--- src/rtl/canbr_pkg.sv ---
package canbr_pkg;
  localparam int WIN_CNT = 3;
  localparam int WIN_BRG = 0;
  localparam int WIN_CTL = 1;
  localparam int WIN_BRD = 2;

  typedef enum logic [1:0] {
    ST_IDLE,
    ST_STB,
    ST_WAIT,
    ST_ACK
  } seq_e;
endpackage

--- src/rtl/canbr_icr.sv ---
module canbr_icr #(
  parameter int DATA_W   = 32,
  parameter int EN_BIT   = 13,
  parameter int STAT_BIT = 23
) (
  input  logic              clk,
  input  logic              rst_n,
  input  logic              wr_en,
  input  logic [DATA_W-1:0] wr_word,
  input  logic              addon_irq,
  output logic [DATA_W-1:0] rd_word,
  output logic              host_irq
);
  logic [DATA_W-1:0] icr_q;
  logic              pend_q;

  always_ff @(posedge clk) begin
    if (!rst_n) begin
      icr_q  <= '0;
      pend_q <= 1'b0;
    end else begin
      pend_q <= addon_irq;
      if (wr_en) icr_q <= wr_word;
    end
  end

  // status bit shows the live pending level, never the stored copy
  always_comb begin
    rd_word           = icr_q;
    rd_word[STAT_BIT] = pend_q;
  end

  // any enable flip while pending re-drives the line at once
  assign host_irq = pend_q & icr_q[EN_BIT];
endmodule

--- src/rtl/canbr_board.sv ---
module canbr_board #(
  parameter int ADDR_W  = 7,
  parameter int VER_OFS = 7,
  parameter int VERSION = 13
) (
  input  logic [ADDR_W-1:0] addr,
  output logic [7:0]        rd_byte
);
  localparam logic [ADDR_W-1:0] VER_ADDR = ADDR_W'(VER_OFS);
  localparam logic [7:0]        VER_BYTE = {4'(VERSION), 4'h0};

  assign rd_byte = (addr == VER_ADDR) ? VER_BYTE : 8'h00;
endmodule

--- src/rtl/canbr_glue.sv ---
module canbr_glue
  import canbr_pkg::*;
#(
  parameter int ADDR_W   = 7,
  parameter int DATA_W   = 32,
  parameter int CTL_SPAN = 32,
  parameter int ICR_OFS  = 'h38,
  parameter int EN_BIT   = 13,
  parameter int STAT_BIT = 23,
  parameter int VER_OFS  = 7,
  parameter int VERSION  = 13,
  localparam int CTL_AW  = $clog2(CTL_SPAN)
) (
  input  logic               clk,
  input  logic               rst_n,
  input  logic               req_valid,
  input  logic [WIN_CNT-1:0] req_win,
  input  logic               req_we,
  input  logic               req_wide,
  input  logic [ADDR_W-1:0]  req_addr,
  input  logic [DATA_W-1:0]  req_wdata,
  output logic               req_ready,
  output logic [DATA_W-1:0]  rsp_rdata,
  output logic               ctl_stb,
  output logic               ctl_we,
  output logic [CTL_AW-1:0]  ctl_addr,
  output logic [7:0]         ctl_wdata,
  input  logic [7:0]         ctl_rdata,
  input  logic               addon_irq,
  output logic               host_irq
);
  localparam logic [ADDR_W-1:0] ICR_ADDR = ADDR_W'(ICR_OFS);
  localparam logic [ADDR_W-1:0] CTL_LIM  = ADDR_W'(CTL_SPAN);

  seq_e              state_q;
  logic              win_ok, sel_brg, sel_ctl, sel_brd;
  logic              brg_hit, ctl_hit, accept, icr_wr;
  logic              ctl_rd_q;
  logic [DATA_W-1:0] icr_word, local_rd;
  logic [7:0]        brd_byte;

  // window decode: anything not one-hot selects nothing
  assign win_ok  = (req_win != '0) && ((req_win & (req_win - 1'b1)) == '0);
  assign sel_brg = win_ok & req_win[WIN_BRG];
  assign sel_ctl = win_ok & req_win[WIN_CTL];
  assign sel_brd = win_ok & req_win[WIN_BRD];

  assign brg_hit = sel_brg & req_wide & (req_addr == ICR_ADDR);
  assign ctl_hit = sel_ctl & (req_addr < CTL_LIM);
  assign accept  = req_valid & (state_q == ST_IDLE);
  assign icr_wr  = accept & brg_hit & req_we;

  canbr_icr #(
    .DATA_W  (DATA_W),
    .EN_BIT  (EN_BIT),
    .STAT_BIT(STAT_BIT)
  ) u_icr (
    .clk      (clk),
    .rst_n    (rst_n),
    .wr_en    (icr_wr),
    .wr_word  (req_wdata),
    .addon_irq(addon_irq),
    .rd_word  (icr_word),
    .host_irq (host_irq)
  );

  canbr_board #(
    .ADDR_W (ADDR_W),
    .VER_OFS(VER_OFS),
    .VERSION(VERSION)
  ) u_brd (
    .addr   (req_addr),
    .rd_byte(brd_byte)
  );

  always_comb begin
    local_rd = '0;
    if (!req_we) begin
      if (brg_hit)      local_rd = icr_word;
      else if (sel_brd) local_rd = {{(DATA_W-8){1'b0}}, brd_byte};
    end
  end

  // request sequencer: local answers in one cycle, forwarded in three
  always_ff @(posedge clk) begin
    if (!rst_n) begin
      state_q   <= ST_IDLE;
      req_ready <= 1'b0;
      rsp_rdata <= '0;
      ctl_stb   <= 1'b0;
      ctl_we    <= 1'b0;
      ctl_addr  <= '0;
      ctl_wdata <= '0;
      ctl_rd_q  <= 1'b0;
    end else begin
      req_ready <= 1'b0;
      ctl_stb   <= 1'b0;
      unique case (state_q)
        ST_IDLE: begin
          if (accept) begin
            if (ctl_hit) begin
              ctl_stb   <= 1'b1;
              ctl_we    <= req_we;
              ctl_addr  <= req_addr[CTL_AW-1:0];
              ctl_wdata <= req_wdata[7:0];
              ctl_rd_q  <= !req_we;
              state_q   <= ST_STB;
            end else begin
              req_ready <= 1'b1;
              rsp_rdata <= local_rd;
              state_q   <= ST_ACK;
            end
          end
        end
        ST_STB:  state_q <= ST_WAIT;
        ST_WAIT: begin
          req_ready <= 1'b1;
          rsp_rdata <= ctl_rd_q ? {{(DATA_W-8){1'b0}}, ctl_rdata} : '0;
          state_q   <= ST_ACK;
        end
        ST_ACK:  state_q <= ST_IDLE;
        default: state_q <= ST_IDLE;
      endcase
    end
  end
endmodule

--- config.mk ---
export PLATFORM = sky130hd
export DESIGN_NAME = canbr_glue
export DESIGN_NICKNAME = d
export VERILOG_FILES = /design/src/rtl/canbr_pkg.sv /design/src/rtl/canbr_icr.sv /design/src/rtl/canbr_board.sv /design/src/rtl/canbr_glue.sv
export SDC_FILE = /design/constraint.sdc
export NUM_CORES = 1
export LEC_CHECK = 0
export ABC_AREA = 0
export BUFFER_PORTS_ARGS = -buffer_cell sky130_fd_sc_hd__buf_2
export CAP_MARGIN = 10
export CORE_ASPECT_RATIO = 0.6
export CORE_MARGIN = 4
export CORE_UTILIZATION = 55
export CTS_BUF_LIST = sky130_fd_sc_hd__clkbuf_16
export DETAILED_ROUTE_END_ITERATION = 16
export PLACE_DENSITY = 0.87
export SKIP_CTS_REPAIR_TIMING = 1
export SLEW_MARGIN = 20
export SYNTH_ARGS = -nofsm -noshare
export SYNTH_HDL_FRONTEND = slang
export SYNTH_SLANG_ARGS = --single-unit
--- constraint.sdc ---
create_clock -name clk -period 4.4 [get_ports clk]
set_input_delay 0.44 -clock clk [delete_from_list [all_inputs] [get_ports clk]]
set_output_delay 0.44 -clock clk [all_outputs]
set_load 0.02 [all_outputs]
### After elaboration in Yosys (flattened, before gate mapping)

Cells that the tools add are included.
Widths: inputs -> output; s select.

* div/mod/pow operators: 0
* shift operators: 0
* add/sub/neg operators: 1
* bitwise logic cells: 11
* reduce and logical (&&, ||, !) cells: 9
* $mul: 0
* eq/ne operators: 7
* mux-type cells: 15
* magnitude comparators: 1

Operator list (count)
* $mux 32: 4
* $pmux 32 s2: 1
* $mux 8: 3
* $and 1x1->1: 10
* $reduce_and 3->1: 3
* $pmux 2 s4: 1
* $eq 7x3->1 const B: 1
* $eq 7x6->1 const B: 1
* $lt 7x6->1 const B: 1
* $eq 2x2->1 const B: 2
* $mux 2: 2
* $ne 2x2->1 const B: 2
* $and 3x3->3: 1
* $logic_not 3->1: 1
* $mux 1: 3
* $reduce_bool 3->1: 1
* $sub 3x1->3 const B: 1
* $eq 2x1->1 const B: 1
* $logic_not 2->1: 1
* $pmux 1 s2: 1
* $reduce_bool 2->1: 1
* $logic_and 1x1->1: 1
* $logic_not 1->1: 1

* logic and storage cells: 54
* RAM bits: 0
* bits in read-only memories: 0
* memories: 0
* latch bits: 0
* register bits: 84

### Logic depth before layout (Yosys ltp)

Gate-level depths: netlist (run 1).

* depth after elaboration: 12
* depth in mapped cells: 7
* gate-level depth less buffers: 6

### By module

From an unflattened synthesis (run 1), not the netlist that was laid out.

* cell total of the unflattened synthesis: 350
* area, all modules: 3568.4 um^2

By module, submodules not included
* canbr_glue: cells an instance 235, instances 1, area an instance 2240.9 um^2
* canbr_icr: cells an instance 104, instances 1, area an instance 1247.4 um^2
* canbr_board: cells an instance 11, instances 1, area an instance 80.1 um^2

### Worst setup path after synthesis (run 1)

No wires, ideal clock.

* kind: input -> register
* from: input req_win[2]
* to: register ctl_addr[0]
* buffers on the path: 2
* required time: 4284 ps
* data arrival time: 1877 ps
* slack: 2407 ps
* stages: 6
* cell sequence: or4b_1 -> buf_2 -> nor3_4 -> buf_6 -> mux2i_1 -> nor2b_1

* word-level cells in the longest chain between the ends: 7
* elaborated cells between the ends (all ways): 8
* classes of those cells: 1 x add/sub; 3 x bitwise; 4 x reduce/logical

Ends and longest elaborated chain
* start, declared: line canbr_glue.sv:17 `input logic [WIN_CNT-1:0] req_win,`
* $sub 3x1->3: line canbr_glue.sv:43 `assign win_ok = (req_win != '0) && ((req_win & (req_win - 1'b1)) == '0);`
* $and 3x3->3: line canbr_glue.sv:43
* $logic_not 3->1: line canbr_glue.sv:43
* $logic_and 1x1->1 (*): line canbr_glue.sv:43
* $and 1x1->1 (*): line canbr_glue.sv:45 `assign sel_ctl = win_ok & req_win[WIN_CTL];`
* $and 1x1->1 (*): line canbr_glue.sv:49 `assign ctl_hit = sel_ctl & (req_addr < CTL_LIM);`
* $reduce_and 3->1 (no line) (*)
* end signal, assigned: line canbr_glue.sv:104 `ctl_addr <= req_addr[CTL_AW-1:0];`
* end, declared: line canbr_glue.sv:26 `output logic [CTL_AW-1:0] ctl_addr,`

Every way passes the cells marked *; elsewhere a longest branch is shown, timed or not.
A chain may end at the register's enable or synchronous reset.

### Final worst setup path (run 1)

* from: register state_q[0]
* to: register rsp_rdata[4]

* word-level cells in the longest chain between the ends: 4
* elaborated cells between the ends (all ways): 8
* classes of those cells: 3 x eq/ne; 1 x mux; 1 x bitwise; 3 x reduce/logical

Ends and longest elaborated chain
* start, declared: line canbr_glue.sv:35 `seq_e state_q;`
* start signal, assigned: line canbr_glue.sv:87 `state_q <= ST_IDLE;`
* start signal, assigned: line canbr_glue.sv:107 `state_q <= ST_STB;`
* start signal, assigned: line canbr_glue.sv:111 `state_q <= ST_ACK;`
* $logic_not 2->1: line canbr_glue.sv:50, canbr_glue.sv:98
* $and 1x1->1: line canbr_glue.sv:50 `assign accept = req_valid & (state_q == ST_IDLE);`
* $ne 2x2->1 (no line)
* $reduce_and 3->1 (no line)
* end signal, assigned: line canbr_glue.sv:110 `rsp_rdata <= local_rd;`
* end signal, assigned: line canbr_glue.sv:118 `rsp_rdata <= ctl_rd_q ? {{(DATA_W-8){1'b0}}, ctl_rdata} : '0;`
* end, declared: line canbr_glue.sv:23 `output logic [DATA_W-1:0] rsp_rdata,`

Parallel ways exist; a longest one is shown, timed or not.

==> results.md, run 1 <==
Clock network:
- The TritonCTS buffer count is 9.
- Counting every sink on the clock net gives 83.
- After clock tree synthesis, the clock-pin slew on the worst setup and hold paths is 0.06 ns.
- For the worst-skew pair, the clock arrives at the later sink with an insertion delay of 0.34 ns.
- The root buffer cell is sky130_fd_sc_hd__clkbuf_16.
- TritonCTS built the clock tree.
- CTS built an H-tree with a depth of 3.
- No sink is reached through more buffers than the 2 on the longest clock path.

Power and ir drop:
- The share of total power dissipated in the clock network is 43.7%.
- Internal power comes to 0.00135 W.
- The portion of total power attributed to sequential cells is 41.5%.
- The switching power total is 0.000504 W.
- In this run, the combinational gates consume 14.8% of the power.
- IR analysis of the VDD net gives a maximum drop of 237 µV.
- Summed over all cells, the static leakage comes to 1.73 nW.
- The power consumption is 0.00186 W.
- Net switching is 27.2% of the power.
- Dividing total power by cell area gives a power density of 421 nW/µm².

Detailed routing:
- Dividing the detail-routed wire length by the instance count gives 17.6 µm.
- The first detailed-routing pass ran for 6 iterations.
- For this run, design rule violations remaining after detail routing come to 0.
- In this run the remaining antenna-violating nets after routing total 0.
- The wire length reported by the detailed router is 9.94 mm.
- The detailed-route via count is 3358.
- The number of vias per cell after detailed routing is 5.96.
- The detailed router's first-iteration violation count is 294.

Timing:
- Setup repair after global routing left no endpoint under its margin.
- The relative max-transition margin is 32.0%.
- The clock tree skew after final layout is 0.00731 ns.
- The worst path needs 2.55 ns of the cycle, external delays included.
- The timing-limited maximum frequency is 392 MHz.
- The summed negative setup slack over all endpoints is 0 ns.
- At the pin with the least slew margin, the transition time is 1.02 ns.
- The hold slack is 0.331 ns.
- The final count of pins violating max slew was 0.
- Setup violations remaining at the end of the flow were counted as 0.
- Of the available clock period, the critical path in the final layout requires 58.0%.
- The number of endpoints with negative hold slack in the final report was 0.

Synthesis:
- Summing the sequential cell areas from Yosys gives 46.3% of the chip area.
- By area the synthesized netlist is led by sky130_fd_sc_hd__dfxtp_1 46%, sky130_fd_sc_hd__nand3_1 11%, sky130_fd_sc_hd__a21boi_0 10%, sky130_fd_sc_hd__o21ai_0 4.6%, sky130_fd_sc_hd__mux2i_1 3.9%.
- The netlist area before placement is 3590 µm².
- The commonest cells after synthesis are 83 x sky130_fd_sc_hd__dfxtp_1, 79 x sky130_fd_sc_hd__nand3_1, 48 x sky130_fd_sc_hd__a21boi_0.
- Counting every net in the synthesized netlist gives 453.
- The count of synthesis-stage warnings from yosys is 0.
- The most instantiated library cell after synthesis is sky130_fd_sc_hd__dfxtp_1.
- The number of different library cells used by synthesis comes to 39.
- Summed over its instances, the top area cell type makes up 46.3% of the synthesized netlist area.
- The number of synthesized flops with an enable pin is 0.
- Each instance of the synthesized netlist takes up on average 9.11 µm².
- The proportion of synthesized flip-flops having asynchronous set or reset is 0%.
- The most used flip-flop cell after synthesis is sky130_fd_sc_hd__dfxtp_1.
- The cell count after synthesis came out at 394.
- The library cell occupying the most area in the post-synthesis netlist is sky130_fd_sc_hd__dfxtp_1.
- The number of register bits inferred by synthesis is 83.

Setup path:
- In this run the worst path has a maximum fanout of 25.
- STA puts the critical path data required time at 4.64 ns.
- The worst setup path is captured at a register.
- Counting both buffers and inverters, the worst setup path holds a total of 1.
- STA classifies the critical path startpoint as a register.
- The worst-path cell with the longest stage delay is sky130_fd_sc_hd__o211a_1.
- Counting buffers and inverters, the worst setup path is 6 cells deep.
- Traced cell by cell, the critical path runs through inv_1 > ha_1 > nor4bb_1 > o211a_1 > o211ai_1 > o221ai_1.
- STA puts the critical path data arrival time at 2.80 ns.
- The number of cells traversed by the worst register-to-register path is 6.
- The classification of the worst setup path is reg2reg.
- In this design, the stage delay of the slowest critical-path cell is 0.77 ns.
- The kind of cell with the highest combined delay along the critical path is compound AO/OA/AOI/OAI gates.

Global route:
- The wire length of the first global-routing pass is 16.0 mm.
- Entering global routing, the biggest net connects 52 pins.
- After global routing the overflow that remains totals 0.
- The initial antenna violation count is 0.
- Global routing consumed, over all layers together, 24.9% of the routing resources.
- The via count of the first global-routing pass is 3225.

Die:
- Pin placement for this block handled 105 I/O pins.
- For this configuration, the core starts out at a cell density of 57.7%.
- The number of placement rows is 22.
- The horizontal die dimension is 112 µm.
- The area enclosed by the die boundary is 7920 µm².
- The vertical extent of the die is 70.6 µm.
- The core region is 6220 µm².

Run status:
- The flow ran to the end, and the final reports show no timing, DRC or antenna violations.

Hold path:
- The number of stages on the worst hold path is 2.
- The path class of the lowest-slack min-delay path is in2reg.

Flow run:
- Across the run, the number of max-cap violations was 0.

Place:
- The HPWL after detailed placement is 6.59 mm.
- In this run the tool buffered the top-level ports with 103 buffer cells.
- The congestion estimate from routability-driven global placement came to 0.798.

Layout:
- The synthesis-to-layout area growth is 22.8%.
- 0 antenna diodes ended up in the layout.
- The net count reported at finish is 533.
- Counting the fill cells in the layout gives 497.
- The share of final-layout standard cells stronger than drive strength 1 is 27.1%.
## cells by family (layout without fill, tap and decap cells)
logic type               count (synthesis)  count (layout)  share of synthesized area [%]
buffers and inverters                   43             128                           5.30
XOR/XNOR                                 1               1                          0.244
AND/OR/NAND/NOR                        138             138                           21.5
flip-flops                              83              83                           46.3
adder cells (fa/ha/maj)                  3               3                           1.05
multiplexers                            14              14                           3.91
AO/OA/AOI/OAI                          112             112                           21.7
## final cells by class
class / count / area, µm² / area share (%)
clock buffer: 9 / 225 / 5.11
multi-input combinational: 268 / 1750 / 39.6
sequential: 83 / 1660 / 37.7
tap: 84 / 105 / 2.38
clock inverter: 7 / 98.8 / 2.24
timing repair buffer: 109 / 561 / 12.7
inverter: 3 / 11.3 / 0.255
## power groups by stage
stage          combinational (W)  sequential (W)  clock (W)
3_3_place_gp            0.000253        0.000787          0
5_1_grt                 0.000299        0.000772   0.000851
4_1_cts                 0.000270        0.000772   0.000819
6_report                0.000274        0.000772   0.000812
3_5_place_dp            0.000264        0.000788          0
2_1_floorplan           0.000187        0.000793          0
## metrics by stage
step	utilization [%]	area [µm²]	worst slack [ns]	std cells
after floorplan	-	3590	2.41	394
after global placement	65.6	4080	1.77	547
after detailed placement	65.6	4080	1.73	547
after CTS	70.9	4410	1.92	563
after global routing	70.9	4410	1.62	563
final	70.9	4410	1.85	563
## flip-flops by register name, summed over array words and instances (netlist names)
signal / cells
state_q: 2
ctl_stb: 1
u_icr.icr_q: 31
ctl_we: 1
ctl_rd_q: 1
u_icr.pend_q: 1
req_ready: 1
rsp_rdata: 32
ctl_addr: 5
ctl_wdata: 8
## cells in the final DEF, fill, tap and decap left out, drive strengths merged, types with 2 or more instances in the layout
master / Yosys / final
buf: 8 / 109
dfxtp: 83 / 83
nand3: 79 / 79
a21boi: 57 / 57
o21ai: 33 / 33
nor2b: 15 / 15
mux2i: 14 / 14
nand2: 12 / 12
clkbuf: 32 / 9
a21oi: 6 / 6
nor2: 5 / 5
and4: 5 / 5
a311o: 5 / 5
inv: 3 / 5
nand4: 4 / 4
and2: 4 / 4
o221ai: 3 / 3
ha: 3 / 3
nand2b: 2 / 2
or3: 2 / 2
and3: 2 / 2
o211ai: 2 / 2
o21a: 2 / 2
bufinv: 0 / 2
nor4b: 2 / 2
nor3: 2 / 2
clkinv: 0 / 2
## metal layers
layer | vias to the layer above | part of all wire (%) | global-route usage (%)
li1 | 1580 | - | -
met1 | 1579 | 42 | 32.8
met2 | 176 | 46 | 39.1
met3 | 23 | 10 | 8.46
met4 | 0 | 1.8 | 7.87
met5 | - | 0 | 0
## path summary, 6_finish.rpt
path	slack, ns	to	start
max	1.85	rsp_rdata[4]	state_q[0]
min	0.33	ctl_rd_q	req_we
max reg2reg	1.85	rsp_rdata[4]	state_q[0]
min reg2reg	0.46	rsp_rdata[8]	rsp_rdata[8]
## worst reg2reg max path, delay by kind of cell, from the launching register on
kind / cells / cell delay (ns)
DFF: 1 / 0.30
AOI/OAI and AO/OA: 3 / 1.30
and+or+nand+nor: 1 / 0.49
buffers and inverters: 1 / 0.13
adders and majority gates: 1 / 0.25
No activity file was read; power rests on OpenSTA's default activity.
==> inputs of run 2 (changes only) <==
- CORE_UTILIZATION: 55 -> 46
- PLACE_DENSITY: 0.87 -> 0.78
- clock period: 4.4 -> 2.2 ns (I/O delays scaled with it)
==> run 2 against run 1 <==
Critical path depth rose by 1. Largest cell class unchanged. Sequential cell count did not move. Critical endpoint is now rsp_rdata[7]. Global-route usage fell by 3.6 points. Final cell count rose by 5.2%. Sequential power rose by 99%. Combinational power rose by 110%. Register-to-register slack got worse by 1.6 ns. Maximum frequency rose by 28%. Clock power rose by 72%.
==> results.md, run 2 (synthesis gave the netlist of run 1 again) <==
Timing:
- Setup repair after global routing missed its margin: no (unchanged).
- The number of endpoints with negative hold slack in the final report was 0 (unchanged).
- The final period utilization is 91.0% (was 58.0%).
- The summed negative setup slack over all endpoints is 0 ns (unchanged).
- The clock tree skew after final layout is 0.00883 ns (was 0.00731 ns).
- The count of endpoints failing setup in the final report is 0 (unchanged).
- The relative max-transition margin is 62.9% (was 32.0%).
- The timing-limited maximum frequency is 499 MHz (was 392 MHz).
- The final count of pins violating max slew is 0 (unchanged).
- The minimum clock period is 2.00 ns (was 2.55 ns).
- The worst-margin pin slew came to 0.557 ns (was 1.02 ns).
- The hold slack is 0.0925 ns (was 0.331 ns).

Run status:
- Status: finished clean (unchanged).

Layout:
- The synthesis-to-layout area growth is 26.0% (was 22.8%).
- Highest-count cells in the layout ignoring fill and taps: 103 x sky130_fd_sc_hd__buf_2, 83 x sky130_fd_sc_hd__dfxtp_1, 79 x sky130_fd_sc_hd__nand3_1 (unchanged).
- The final core utilization is 60.9% (was 70.9%).
- The number of flip-flops in the largest register is 32 (unchanged).
- The net count reported at finish is 542 (was 533).
- The most common cell after layout, fill and taps aside was sky130_fd_sc_hd__buf_2 (unchanged).
- The share of final-layout standard cells stronger than drive strength 1 is 28.5% (was 27.1%).
- The most flop-heavy register is rsp_rdata (unchanged).
- Largest registers in the final layout: rsp_rdata (32), u_icr.icr_q (31), ctl_wdata (8) (unchanged).
- The antenna diode count is 0 (unchanged).
- The number of non-filler instances in the completed layout is 592 (was 563).

Global route:
- The initial antenna violation count is 1 (was 0).
- The wire length of the first global-routing pass came to 15.8 mm (was 16.0 mm).
- The via count of the first global-routing pass came to 3091 (was 3225).
- The largest net degree at the start of global routing is 37 (was 52).
- The residual overflow from global routing was 0 (unchanged).
- The total track usage is 21.4% (was 24.9%).

Setup path:
- The kind of cell with the highest combined delay on the critical path is compound AO/OA/AOI/OAI gates (unchanged).
- The data required time at the worst endpoint was 2.44 ns (was 4.64 ns).
- The maximum net fanout on the critical path came to 25 (unchanged).
- The critical path endpoint category was a register (unchanged).
- The classification of the worst setup path is reg2reg (unchanged).
- The arrival time reported for the critical path endpoint is 2.25 ns (was 2.80 ns).
- The critical path buffer and inverter count was 2 (was 1).
- The type of element launching the critical path was a register (unchanged).
- The worst-path cell with the longest stage delay is sky130_fd_sc_hd__nor4bb_2 (was sky130_fd_sc_hd__o211a_1).
- The delay contributed by the slowest stage of the critical path is 0.45 ns (was 0.77 ns).
- Critical Path, Cell by Cell: inv_1 > ha_1 > nor4bb_2 > o211a_1 > buf_12 > o211ai_1 > o221ai_1 (was inv_1 > ha_1 > nor4bb_1 > o211a_1 > o211ai_1 > o221ai_1).

Clock network:
- The clock slew seen by the registers of the worst setup and hold paths came to 0.06 ns (about the same).
- The number of clock sinks was 83 (unchanged).
- The TritonCTS buffer count is 9 (unchanged).
- The largest buffer count on any clock path came to 2 (unchanged).
- The clock insertion delay at the later pin of the skew report came to 0.34 ns (about the same).
- The maximum level of the CTS H-tree is 3 (unchanged).
- The TritonCTS clock tree is yes (unchanged).
- The root buffer cell is sky130_fd_sc_hd__clkbuf_16 (unchanged).

Flow run:
- The number of maximum-capacitance violations is 0 (unchanged).

Power and ir drop:
- The switching share of total power is 28.6% (was 27.2%).
- The power consumption is 0.00352 W (was 0.00186 W).
- The proportion of power drawn by combinational gates came to 16.4% (was 14.8%).
- The internal power component is 0.00251 W (was 0.00135 W).
- The leakage component of the power is 1.76 nW (was 1.73 nW).
- The ratio of total power to cell area came to 778 nW/µm² (was 421 nW/µm²).
- The switching power total is 0.00100 W (was 0.000504 W).
- The share of power burned in the clock network is 39.7% (was 43.7%).
- The peak supply drop is 344 µV (was 237 µV).
- The portion of total power attributed to sequential cells came to 43.9% (was 41.5%).

Place:
- The number of port buffers is 103 (unchanged).
- The HPWL after detailed placement was 6.92 mm (was 6.59 mm).
- The last weighted congestion value of the routability-driven placer is 0.815 (was 0.798).
- The number of placed instances, taps included is 576 (was 547).

Hold path:
- The path class of the lowest-slack min-delay path is in2reg (unchanged).

Die:
- The number of placement rows came to 24 (was 22).
- The number of I/O pins is 105 (unchanged).
- The area enclosed by the die boundary is 9320 µm² (was 7920 µm²).
- The area of the placeable core came to 7420 µm² (was 6220 µm²).
- The horizontal die dimension is 122 µm (was 112 µm).
- The initial cell density of the core is 48.4% (was 57.7%).
- The vertical extent of the die was 76.4 µm (was 70.6 µm).

Detailed routing:
- The number of vias per cell after detailed routing is 5.47 (was 5.96).
- The routed length per placed instance is 16.6 µm (was 17.6 µm).
- The wire length reported by the detailed router is 9.85 mm (was 9.94 mm).
- The detailed router's first-iteration violation count is 334 (was 294).
- The first-pass detailed-route iteration total is 5 (was 6).
- The remaining antenna violation count after routing was 0 (unchanged).
- The post-detailed-route DRC marker count came to 0 (unchanged).
- The detailed-route via count is 3238 (was 3358).
==> run 2: routing by layer <==
metal / global-route usage (%) / up-vias / wire, µm
met5: 0 / - / 13
met4: 4.36 / 2 / 106
met3: 8.53 / 16 / 843
met2: 31.0 / 107 / 4370
met1: 29.9 / 1518 / 4510
li1: - / 1595 / -
==> run 2: stage by stage <==
| stage | area [µm²] | worst slack, ns |
|---|---|---|
| 2_1_floorplan | 3590 | 0.427 |
| 3_3_place_gp | 4240 | 0.259 |
| 3_5_place_dp | 4240 | 0.163 |
| 4_1_cts | 4510 | 0.124 |
| 5_1_grt | 4520 | 0.0638 |
| 6_report | 4520 | 0.198 |
==> run 2: path summary, 6_finish.rpt <==
path / startpoint / endpoint / slack (ns) / depth (start not counted)
max: state_q[0] / rsp_rdata[7] / 0.20 / 7
min: addon_irq / u_icr.pend_q / 0.09 / 2
max reg2reg: state_q[0] / rsp_rdata[7] / 0.20 / 7
min reg2reg: rsp_rdata[30] / rsp_rdata[30] / 0.46 / 2
==> run 2: power by group through the flow <==
stage / sequential [W] / clock [W] / combinational [W]
floorplan: 0.00159 / 0 / 0.000373
global placement: 0.00158 / 0 / 0.000555
detailed placement: 0.00158 / 0 / 0.000570
CTS: 0.00154 / 0.00141 / 0.000573
global route: 0.00154 / 0.00149 / 0.000631
finish: 0.00154 / 0.00140 / 0.000578
==> run 2: final cells by class <==
type	count	area, µm²
clock buffers	9	225
well taps	104	130
repair buffers	118	691
inverters	3	11.3
fillers	625	2900
clock inverters	7	50.0
multi-input cells	268	1750
flip-flops and latches	83	1660
